<file path="src/rtl/i2ct_pkg.sv">
package i2ct_pkg;

  typedef enum logic [2:0] {
    ST_IDLE,
    ST_ADDR,
    ST_AACK,
    ST_RX,
    ST_RACK,
    ST_TX,
    ST_TACK
  } tgt_state_t;

  // status bit positions
  localparam int unsigned FLG_ADDR   = 0;
  localparam int unsigned FLG_RXD    = 1;
  localparam int unsigned FLG_TXD    = 2;
  localparam int unsigned FLG_NAK    = 3;
  localparam int unsigned FLG_STOP   = 4;
  localparam int unsigned FLG_DIR    = 5;
  localparam int unsigned FLG_GCALL  = 6;
  localparam int unsigned NUM_STICKY = 5;

  function automatic logic addr_hit(input logic [7:0] b, input logic [6:0] own);
    return (b[7:1] == own) || (b == 8'h00);
  endfunction

  function automatic logic is_gcall(input logic [7:0] b);
    return b == 8'h00;
  endfunction

  // zero-written bits clear, new events set (set wins)
  function automatic logic [NUM_STICKY-1:0] sticky_next(
    input logic [NUM_STICKY-1:0] cur,
    input logic [NUM_STICKY-1:0] set,
    input logic                  wr,
    input logic [NUM_STICKY-1:0] wmask
  );
    logic [NUM_STICKY-1:0] clr;
    clr = wr ? ~wmask : '0;
    return (cur & ~clr) | set;
  endfunction

  function automatic logic irq_fold(input logic [NUM_STICKY-1:0] flags,
                                    input logic [NUM_STICKY-1:0] ena);
    return |(flags & ena);
  endfunction

endpackage

</file>
<file path="src/rtl/i2ct_linemon.sv">
module i2ct_linemon #(
  parameter int unsigned SYNC_STAGES = 2
) (
  input  logic clk,
  input  logic rst_n,
  input  logic scl_i,
  input  logic sda_i,
  output logic sda_s,
  output logic scl_rise,
  output logic scl_fall,
  output logic start_ev,
  output logic stop_ev
);
  localparam int unsigned PW = SYNC_STAGES + 1;

  logic [PW-1:0] scl_p, sda_p;
  logic scl_now, scl_old, sda_old;

  always_ff @(posedge clk or negedge rst_n) begin
    if (!rst_n) begin
      scl_p <= '1;
      sda_p <= '1;
    end else begin
      scl_p <= {scl_p[PW-2:0], scl_i};
      sda_p <= {sda_p[PW-2:0], sda_i};
    end
  end

  assign scl_now  = scl_p[SYNC_STAGES-1];
  assign scl_old  = scl_p[SYNC_STAGES];
  assign sda_s    = sda_p[SYNC_STAGES-1];
  assign sda_old  = sda_p[SYNC_STAGES];

  assign scl_rise = scl_now & ~scl_old;
  assign scl_fall = ~scl_now & scl_old;
  assign start_ev = scl_now & scl_old & sda_old & ~sda_s;
  assign stop_ev  = scl_now & scl_old & ~sda_old & sda_s;
endmodule

</file>
<file path="src/rtl/i2ct_engine.sv">
module i2ct_engine
  import i2ct_pkg::*;
#(
  parameter logic [6:0] OWN_ADDR = 7'h2A
) (
  input  logic       clk,
  input  logic       rst_n,
  input  logic       en,
  input  logic       fna,
  input  logic       sda_s,
  input  logic       scl_rise,
  input  logic       scl_fall,
  input  logic       start_ev,
  input  logic       stop_ev,
  input  logic [7:0] tx_byte,
  output logic       sda_oe,
  output logic [7:0] rx_byte,
  output logic       ev_match,
  output logic       ev_gcall,
  output logic       ev_rw,
  output logic       ev_rxdone,
  output logic       ev_txload,
  output logic       ev_nack,
  output logic       ev_stop,
  output logic       aack_drv,
  output logic       rack_drv
);
  tgt_state_t st;
  logic [2:0] cnt;
  logic [7:0] sh;
  logic [7:0] addr_byte;
  logic       ack_on, rw_q, sel, oe;

  assign addr_byte = {sh[6:0], sda_s};

  assign ev_match  = en && st == ST_ADDR && scl_rise && cnt == 3'd7 && addr_hit(addr_byte, OWN_ADDR);
  assign ev_gcall  = ev_match && is_gcall(addr_byte);
  assign ev_rw     = sda_s;
  assign ev_rxdone = en && st == ST_RX && scl_rise && cnt == 3'd7;
  assign ev_txload = en && scl_fall && ack_on &&
                     ((st == ST_AACK && rw_q) || st == ST_TACK);
  assign ev_nack   = en && st == ST_TACK && scl_rise && sda_s;
  assign ev_stop   = en && stop_ev && sel;
  assign aack_drv  = st == ST_AACK && ack_on;
  assign rack_drv  = st == ST_RACK && ack_on;
  assign sda_oe    = oe;

  always_ff @(posedge clk or negedge rst_n) begin
    if (!rst_n) begin
      st <= ST_IDLE; cnt <= '0; sh <= '0; ack_on <= 1'b0;
      rw_q <= 1'b0; sel <= 1'b0; oe <= 1'b0; rx_byte <= '0;
    end else if (!en) begin
      st <= ST_IDLE; oe <= 1'b0; sel <= 1'b0; ack_on <= 1'b0;
    end else if (stop_ev) begin
      st <= ST_IDLE; oe <= 1'b0; sel <= 1'b0; ack_on <= 1'b0;
    end else if (start_ev) begin
      st <= ST_ADDR; cnt <= '0; oe <= 1'b0; ack_on <= 1'b0;
    end else begin
      unique case (st)
        ST_ADDR: if (scl_rise) begin
          sh  <= addr_byte;
          cnt <= cnt + 3'd1;
          if (cnt == 3'd7) begin
            if (addr_hit(addr_byte, OWN_ADDR)) begin
              st <= ST_AACK; rw_q <= sda_s; sel <= 1'b1;
            end else begin
              st <= ST_IDLE; sel <= 1'b0;
            end
          end
        end
        ST_AACK: if (scl_fall) begin
          if (!ack_on) begin
            ack_on <= 1'b1; oe <= 1'b1;       // address ACK, FNA not used
          end else begin
            ack_on <= 1'b0; cnt <= '0;
            if (rw_q) begin
              st <= ST_TX; sh <= tx_byte; oe <= ~tx_byte[7];
            end else begin
              st <= ST_RX; oe <= 1'b0;
            end
          end
        end
        ST_RX: if (scl_rise) begin
          sh  <= addr_byte;
          cnt <= cnt + 3'd1;
          if (cnt == 3'd7) begin
            rx_byte <= addr_byte; st <= ST_RACK; ack_on <= 1'b0;
          end
        end
        ST_RACK: if (scl_fall) begin
          if (!ack_on) begin
            ack_on <= 1'b1; oe <= ~fna;
          end else begin
            ack_on <= 1'b0; oe <= 1'b0; cnt <= '0; st <= ST_RX;
          end
        end
        ST_TX: if (scl_fall) begin
          if (cnt == 3'd7) begin
            oe <= 1'b0; st <= ST_TACK; ack_on <= 1'b0;
          end else begin
            sh <= {sh[6:0], 1'b0}; oe <= ~sh[6]; cnt <= cnt + 3'd1;
          end
        end
        ST_TACK: begin
          if (scl_rise) begin
            if (sda_s) st <= ST_IDLE;
            else       ack_on <= 1'b1;
          end else if (scl_fall && ack_on) begin
            st <= ST_TX; sh <= tx_byte; oe <= ~tx_byte[7];
            cnt <= '0; ack_on <= 1'b0;
          end
        end
        default: ;
      endcase
    end
  end
endmodule

</file>
<file path="src/rtl/i2ct_status.sv">
module i2ct_status
  import i2ct_pkg::*;
(
  input  logic                  clk,
  input  logic                  rst_n,
  input  logic                  en,
  input  logic [NUM_STICKY-1:0] set_lo,
  input  logic                  gc_set,
  input  logic                  dir_load,
  input  logic                  dir_val,
  input  logic                  wr,
  input  logic [NUM_STICKY-1:0] wmask,
  output logic [7:0]            stat
);
  logic [NUM_STICKY-1:0] lo;
  logic gc, dir;

  always_ff @(posedge clk or negedge rst_n) begin
    if (!rst_n) begin
      lo <= '0; gc <= 1'b0; dir <= 1'b0;
    end else begin
      lo <= sticky_next(lo, set_lo, wr, wmask);
      if (!en || set_lo[FLG_STOP]) gc <= 1'b0;
      else if (gc_set)             gc <= 1'b1;
      if (!en)           dir <= 1'b0;
      else if (dir_load) dir <= dir_val;
    end
  end

  assign stat = {1'b0, gc, dir, lo};
endmodule

</file>
<file path="src/rtl/i2c_target_stat.sv">
module i2c_target_stat
  import i2ct_pkg::*;
#(
  parameter logic [6:0]  OWN_ADDR    = 7'h2A,
  parameter int unsigned SYNC_STAGES = 2
) (
  input  logic       clk,
  input  logic       rst_n,
  input  logic       scl_i,
  input  logic       sda_i,
  output logic       sda_oe,
  input  logic       reg_we,
  input  logic [1:0] reg_addr,
  input  logic [7:0] reg_wdata,
  output logic [7:0] reg_rdata,
  output logic       irq
);
  localparam logic [1:0] RA_CTRL = 2'd0, RA_STAT = 2'd1, RA_IEN = 2'd2, RA_DATA = 2'd3;

  logic en, fna;
  logic [NUM_STICKY-1:0] ien;
  logic [7:0] tx_q, rx_byte, stat_q;
  logic sda_s, scl_rise, scl_fall, start_ev, stop_ev;
  logic ev_match, ev_gcall, ev_rw, ev_rxdone, ev_txload, ev_nack, ev_stop;
  logic aack_drv, rack_drv;
  logic [NUM_STICKY-1:0] set_lo;
  logic wr_stat;

  i2ct_linemon #(.SYNC_STAGES(SYNC_STAGES)) u_mon (
    .clk(clk), .rst_n(rst_n), .scl_i(scl_i), .sda_i(sda_i), .sda_s(sda_s),
    .scl_rise(scl_rise), .scl_fall(scl_fall), .start_ev(start_ev), .stop_ev(stop_ev)
  );

  i2ct_engine #(.OWN_ADDR(OWN_ADDR)) u_eng (
    .clk(clk), .rst_n(rst_n), .en(en), .fna(fna), .sda_s(sda_s),
    .scl_rise(scl_rise), .scl_fall(scl_fall), .start_ev(start_ev), .stop_ev(stop_ev),
    .tx_byte(tx_q), .sda_oe(sda_oe), .rx_byte(rx_byte),
    .ev_match(ev_match), .ev_gcall(ev_gcall), .ev_rw(ev_rw), .ev_rxdone(ev_rxdone),
    .ev_txload(ev_txload), .ev_nack(ev_nack), .ev_stop(ev_stop),
    .aack_drv(aack_drv), .rack_drv(rack_drv)
  );

  always_comb begin
    set_lo = '0;
    set_lo[FLG_ADDR] = ev_match;
    set_lo[FLG_RXD]  = ev_rxdone;
    set_lo[FLG_TXD]  = ev_txload;
    set_lo[FLG_NAK]  = ev_nack;
    set_lo[FLG_STOP] = ev_stop;
  end

  assign wr_stat = reg_we && reg_addr == RA_STAT;

  i2ct_status u_stat (
    .clk(clk), .rst_n(rst_n), .en(en), .set_lo(set_lo), .gc_set(ev_gcall),
    .dir_load(ev_match), .dir_val(ev_rw), .wr(wr_stat),
    .wmask(reg_wdata[NUM_STICKY-1:0]), .stat(stat_q)
  );

  always_ff @(posedge clk or negedge rst_n) begin
    if (!rst_n) begin
      en <= 1'b0; fna <= 1'b0; ien <= '0; tx_q <= '0;
    end else if (reg_we) begin
      unique case (reg_addr)
        RA_CTRL: begin fna <= reg_wdata[0]; en <= reg_wdata[1]; end
        RA_IEN:  ien  <= reg_wdata[NUM_STICKY-1:0];
        RA_DATA: tx_q <= reg_wdata;
        default: ;
      endcase
    end
  end

  always_comb begin
    unique case (reg_addr)
      RA_CTRL: reg_rdata = {6'b0, en, fna};
      RA_STAT: reg_rdata = stat_q;
      RA_IEN:  reg_rdata = {{(8-NUM_STICKY){1'b0}}, ien};
      default: reg_rdata = rx_byte;
    endcase
  end

  assign irq = irq_fold(stat_q[NUM_STICKY-1:0], ien);
endmodule

</file>
<file path="config.mk">
export PLATFORM = sky130hd
export DESIGN_NAME = i2c_target_stat
export DESIGN_NICKNAME = d
export VERILOG_FILES = /design/src/rtl/i2ct_pkg.sv /design/src/rtl/i2ct_linemon.sv /design/src/rtl/i2ct_engine.sv /design/src/rtl/i2ct_status.sv /design/src/rtl/i2c_target_stat.sv
export SDC_FILE = /design/constraint.sdc
export NUM_CORES = 1
export LEC_CHECK = 0
export BUFFER_PORTS_ARGS = -buffer_cell sky130_fd_sc_hd__buf_2
export CORE_ASPECT_RATIO = 0.6
export CORE_MARGIN = 8
export CORE_UTILIZATION = 40
export DETAILED_ROUTE_END_ITERATION = 6
export GPL_TIMING_DRIVEN = 1
export SETUP_SLACK_MARGIN = 0.05
export SYNTH_ARGS = -nofsm -noshare
export SYNTH_HDL_FRONTEND = slang
export SYNTH_SLANG_ARGS = --single-unit
export TNS_END_PERCENT = 30
</file>
<file path="constraint.sdc">
create_clock -name clk -period 2.6 [get_ports clk]
set_input_delay 0.26 -clock clk [delete_from_list [all_inputs] [get_ports clk]]
set_output_delay 0.26 -clock clk [all_outputs]
set_load 0.05 [all_outputs]
</file>
==> impl_metrics.env, run 1 <==
export IMPL_status="finished clean"
export IMPL_crit_chain="ha_1 > ha_1 > nand2_1 > o221a_2 > o22ai_2 > a211oi_4 > mux2_2"
export IMPL_cts_buffer_depth=2
export IMPL_synth_area_um2=2830
export IMPL_synth_xor_area_share_pct=0.310
export IMPL_synth_seq_cells=53
export IMPL_die_h_um=81.1
export IMPL_synth_top_family_by_area="multiplexers"
export IMPL_num_antenna_cells=0
export IMPL_finalSetupTns_ps=0
export IMPL_die_area_um2=10100
export IMPL_critPathKind="reg -> reg"
export IMPL_synth_area_leaders="dfrtp_1 42%, mux2_2 15%, dfstp_2 5.6%"
export IMPL_worstMarginPinSlew_ps=981
export IMPL_cts_htree_levels=2
export IMPL_cp_arrival_ps=2480
export IMPL_synthAdderAreaFrac_pct=0.886
export IMPL_die_width_um=124
export IMPL_final_cell_mix="47 x dfrtp_1, 38 x mux2_2, 24 x buf_2"
export IMPL_antenna_left=0
export IMPL_ys_warn_count=0
export IMPL_synth_edff_count=0
export IMPL_path_common_cell="ha_1"
export IMPL_synth_top_area_share_pct=41.6
export IMPL_final_common_cell="dfrtp_1"
export IMPL_antenna_found_initial=0
export IMPL_drt_first_iter_violations=227
export IMPL_cp_end_kind="register"
export IMPL_ys_seq_area_share_pct=47.2
export IMPL_post_route_util_pct=47.9
export IMPL_synth_compound_area_share_pct=15.8
export IMPL_stdcell_count=374
export IMPL_io_pins=25
export IMPL_cp_data_required_time_ps=2780
export IMPL_gp_congestion=0.916
export IMPL_dp_hpwl_mm=5.54
export IMPL_nFillCells=617
export IMPL_vias=2225
export IMPL_power_mw=2.14
export IMPL_synth_distinct_cells=50
export IMPL_grt_overflow_total=0
export IMPL_layout_nets=303
export IMPL_cts_hold_buf=0
export IMPL_synthFlopType="dfrtp_1"
export IMPL_grt_max_degree=54
export IMPL_multi_input_area_um2=1410
export IMPL_fin_crit_ps=2300
export IMPL_relSlewSlack_pct=34.1
export IMPL_vdd_drop_max_uv=444
export IMPL_place_area_um2=3070
export IMPL_setup_viol=0
export IMPL_wl_per_cell_um=19.9
export IMPL_num_rows=23
export IMPL_critPathMaxStageDelay_ps=430
export IMPL_final_area_um2=3240
export IMPL_io_buffers=24
export IMPL_cts_sinks=53
export IMPL_drtPass1Iterations=7
export IMPL_clkTransAtPathRegs_ps=70
export IMPL_syn_nets=275
export IMPL_drive_gt1_share_pct=31.7
export IMPL_drt_vias_per_instance=5.95
export IMPL_async_flop_share_pct=100
export IMPL_start_kind="register"
export IMPL_leakagePower_nw=1.43
export IMPL_clockRootBuffer="clkbuf_16"
export IMPL_synth_cells=258
export IMPL_drc=0
export IMPL_grt_pass1_vias=2074
export IMPL_hold_viol_final=0
export IMPL_synthSimpleGateAreaFrac_pct=14.3
export IMPL_grt_pass1_wl_mm=11.7
export IMPL_cts_tree="built"
export IMPL_syn2layout_area_growth_pct=14.7
export IMPL_routed_wl_mm=7.43
export IMPL_start_util_pct=41.8
export IMPL_cp_slowest_cell="a211oi_4"
export IMPL_dpl_cell_count=366
export IMPL_cap_violations=0
export IMPL_power_density_nw_per_um2=661
export IMPL_syn_area_per_cell_um2=11.0
export IMPL_rsz0062_at_grt="no"
export IMPL_slew_viol_final=0
export IMPL_fmax_ghz=0.436
export IMPL_clk_latency_ps=300
export IMPL_post_cts_setup_buffers=0
export IMPL_core_um2=6760
export IMPL_yosysTopAreaCell="dfrtp_1"
export IMPL_cts_resized=0
export IMPL_numCtsBuffers=5
export IMPL_muxShareOfSynthArea_pct=18.5
export IMPL_finClkSkew_ps=7.53
export IMPL_min_path_type="in -> reg"
export IMPL_reg2reg_slack_ps=300
export IMPL_regArea_um2=1330
export IMPL_grtUsageTotal_pct=14.7
export IMPL_cp_max_fo=7
export IMPL_post_route_period_util_pct=88.3
[power by group]
part	internal, mW	switching, mW	total, mW
Clock	0.459	0.311	0.770
Sequential	0.925	0.113	1.04
Combinational	0.150	0.183	0.333
Total	1.53	0.607	2.14
[critical path: cells and delay by family, from the launching register on]
family	cells	cell delay [ps]
mux	1	390
flops	1	400
simple gates	1	160
fa+ha+maj	2	470
compound gates	3	760
[path summary, 6_finish.rpt]
| kind | startpoint | to | cells after the start |
|---|---|---|---|
| worst max-delay path | u_eng.cnt[0]$_DFFE_PN0P_ | u_eng.sh[3]$_DFFE_PN0P_ | 7 |
| worst min-delay path | scl_i | u_mon.scl_p[0]$_DFF_PN1_ | 1 |
| worst max register to register | u_eng.cnt[0]$_DFFE_PN0P_ | u_eng.sh[3]$_DFFE_PN0P_ | 7 |
| worst min register to register | u_mon.scl_p[0]$_DFF_PN1_ | u_mon.scl_p[1]$_DFF_PN1_ | 0 |
| max in group asynchronous | rst_n | u_eng.cnt[0]$_DFFE_PN0P_ | 2 |
| min in group asynchronous | rst_n | en$_DFFE_PN0P_ | 2 |
[synth_stat cells (3+ instances only)]
cell	instances
dfrtp_1	47
mux2_2	38
nand2_1	20
o21ai_0	19
nor2_1	9
a21oi_1	7
buf_2	7
inv_1	7
nand3_1	7
clkbuf_1	6
dfstp_2	6
nor2b_1	6
mux2i_1	5
a211oi_1	4
a22o_1	4
nand2b_1	4
nand3b_1	4
o22ai_1	4
nand4_1	3
nor3_1	3
nor3b_1	3
nor4_1	3
o211ai_1	3
o21a_1	3
[logic make-up (layout without fill, tap and decap cells)]
logic type / Yosys count / in the layout
compound gates: 63 / 63
xor+xnor: 1 / 1
fa+ha+maj: 2 / 2
buf+inv: 20 / 49
flops: 53 / 53
mux: 45 / 45
simple gates: 74 / 74
[through the flow]
| step | setup slack [ps] | hold WS [ps] |
|---|---|---|
| 4_1_cts | 311 | 49.9 |
| 2_1_floorplan | 546 | -35.6 |
| 5_1_grt | 188 | 50.5 |
| 3_3_place_gp | 394 | 347 |
| 3_5_place_dp | 324 | 351 |
| 6_report | 305 | 55.6 |
[per-layer routing]
metal / GRT usage (%) / vias up / part of all wire [%]
met2: 18.1 / 82 / 38
met4: 2.99 / 0 / 0.62
met5: 0 / - / 0
li1: - / 1023 / -
met1: 23.0 / 1113 / 53
met3: 5.13 / 7 / 8.8
[cell type report]
cell class	count	area share [%]
multi-input combinational	185	43.5
timing repair buffer	34	6.03
tap	87	3.36
inverter	7	0.811
clock buffer	6	3.98
sequential	53	41.2
clock inverter	2	1.20
[state kept, by name, summed over array words and instances (netlist names)]
| register | count |
|---|---|
| u_stat.lo | 5 |
| u_eng.st | 3 |
| u_eng.cnt | 3 |
| u_eng.rw_q | 1 |
| u_eng.sh | 7 |
| u_mon.scl_p | 3 |
| u_stat.gc | 1 |
| en | 1 |
| u_eng.sel | 1 |
| u_eng.rx_byte | 8 |
| u_eng.ack_on | 1 |
| fna | 1 |
| u_stat.dir | 1 |
| u_mon.sda_p | 3 |
| u_eng.sda_oe | 1 |
| tx_q | 8 |
| ien | 5 |
(Power assumes the default switching activity.)
==> run 2: changes to the inputs <==
==> constraint.sdc (replaced) <==
create_clock -name clk -period 2.6 [get_ports clk]
set_input_delay 0.39 -clock clk [delete_from_list [all_inputs] [get_ports clk]]
set_output_delay 0.39 -clock clk [all_outputs]
set_load 0.05 [all_outputs]
==> impl_metrics.env, run 2 (synthesized netlist as in run 1, its figures left out) <==
export IMPL_status="finished clean"
export IMPL_worstMarginPinSlew_ps=1010
export IMPL_rsz0062_at_grt="no"
export IMPL_finalSetupTns_ps=0
export IMPL_drc=0
export IMPL_num_rows=23
export IMPL_final_cell_mix="47 x dfrtp_1, 38 x mux2_2, 24 x buf_2"
export IMPL_cts_hold_buf=0
export IMPL_crit_end="u_eng.sh[1]$_DFFE_PN0P_"
export IMPL_die_area_um2=10100
export IMPL_cts_htree_levels=2
export IMPL_clkTransAtPathRegs_ps=70
export IMPL_cts_resized=0
export IMPL_layout_nets=304
export IMPL_core_um2=6760
export IMPL_cp_max_fo=7
export IMPL_post_cts_setup_buffers=0
export IMPL_power_mw=2.22
export IMPL_cp_arrival_ps=2480
export IMPL_cts_buffer_depth=2
export IMPL_drt_first_iter_violations=227
export IMPL_reg_top3="tx_q x8, u_eng.rx_byte x8, u_eng.sh x7"
export IMPL_antenna_left=0
export IMPL_cap_violations=0
export IMPL_startpoint="u_eng.cnt[0]$_DFFE_PN0P_"
export IMPL_relSlewSlack_pct=32.1
export IMPL_die_width_um=124
export IMPL_finClkSkew_ps=3.54
export IMPL_io_pins=25
export IMPL_vdd_drop_max_uv=380
export IMPL_cts_sinks=53
export IMPL_wl_per_cell_um=19.2
export IMPL_cp_end_kind="register"
export IMPL_numCtsBuffers=5
export IMPL_setup_viol=0
export IMPL_io_buffers=24
export IMPL_drt_vias_per_instance=5.87
export IMPL_grt_overflow_total=0
export IMPL_grt_pass1_vias=2138
export IMPL_grt_pass1_wl_mm=12.0
export IMPL_syn2layout_area_growth_pct=15.9
export IMPL_hold_viol_final=0
export IMPL_r2r_end="u_eng.sh[1]$_DFFE_PN0P_"
export IMPL_fin_crit_ps=2310
export IMPL_reg2reg_slack_ps=290
export IMPL_min_path_type="in -> async"
export IMPL_slew_viol_final=0
export IMPL_critPathKind="reg -> reg"
export IMPL_drive_gt1_share_pct=32.3
export IMPL_clockRootBuffer="clkbuf_16"
export IMPL_grtUsageTotal_pct=14.9
export IMPL_start_util_pct=41.8
export IMPL_dp_hpwl_mm=5.55
export IMPL_r2r_cells=7
export IMPL_final_common_cell="dfrtp_1"
export IMPL_nFillCells=621
export IMPL_timing_rr_start="u_eng.cnt[0]$_DFFE_PN0P_"
export IMPL_fmax_ghz=0.433
export IMPL_drtPass1Iterations=4
export IMPL_vias=2201
export IMPL_die_h_um=81.1
export IMPL_clk_latency_ps=290
export IMPL_antenna_found_initial=0
export IMPL_cp_data_required_time_ps=2770
export IMPL_cts_tree="built"
export IMPL_power_density_nw_per_um2=680
export IMPL_grt_max_degree=28
export IMPL_post_route_period_util_pct=88.7
export IMPL_start_kind="register"
export IMPL_routed_wl_mm=7.21
export IMPL_leakagePower_nw=1.44
export IMPL_gp_congestion=0.957
export IMPL_num_antenna_cells=0
## run 2: final cells by class
cell class / count / area (um2) / area share (%)
repair buffers: 35 / 203 / 6.19
flip-flops and latches: 53 / 1330 / 40.7
multi-input cells: 185 / 1410 / 43.0
well taps: 87 / 109 / 3.33
clock buffers: 5 / 125 / 3.82
clock inverters: 3 / 68.8 / 2.10
inverters: 7 / 26.3 / 0.803
## run 2: worst min-delay path by stage
stage / to / slack, ps
floorplan: en$_DFFE_PN0P_ / 90
global placement: u_mon.scl_p[1]$_DFF_PN1_ / 350
detailed placement: u_mon.scl_p[1]$_DFF_PN1_ / 350
CTS: u_eng.rx_byte[1]$_DFFE_PN0P_ / 120
global route: u_stat.gc$_DFFE_PN0P_ / 150
finish: en$_DFFE_PN0P_ / 100
## run 2: stage by stage
step           instances  instance area (um2)  util, %  setup slack (ps)  hold slack [ps]
4_1_cts              375                 3270     48.4               301              123
2_1_floorplan        258                 2830        -               546             94.4
3_5_place_dp         367                 3080     45.5               325              348
5_1_grt              375                 3270     48.4               184              147
3_3_place_gp         367                 3080     45.5               386              347
6_report             375                 3270     48.4               293              105
## run 2: power breakdown
| part | internal, mW | switching [mW] | total [mW] |
|---|---|---|---|
| logic | 0.150 | 0.183 | 0.333 |
| registers | 0.925 | 0.110 | 1.04 |
| clock network | 0.555 | 0.301 | 0.856 |
## run 2: critical path, stage by stage (launching register included)
cell      delay [ps]
dfrtp_1          400
ha_1             210
ha_1             260
nand2_1          150
o221a_2          210
o22ai_2          120
a211oi_4         440
mux2_2           390
## run 2: per-layer routing
layer	routed length [um]	track usage [%]	up-vias
met5	0	0	-
met4	14	2.15	0
met3	685	4.35	2
met2	2680	19.2	92
met1	3830	23.7	1074
li1	-	-	1033
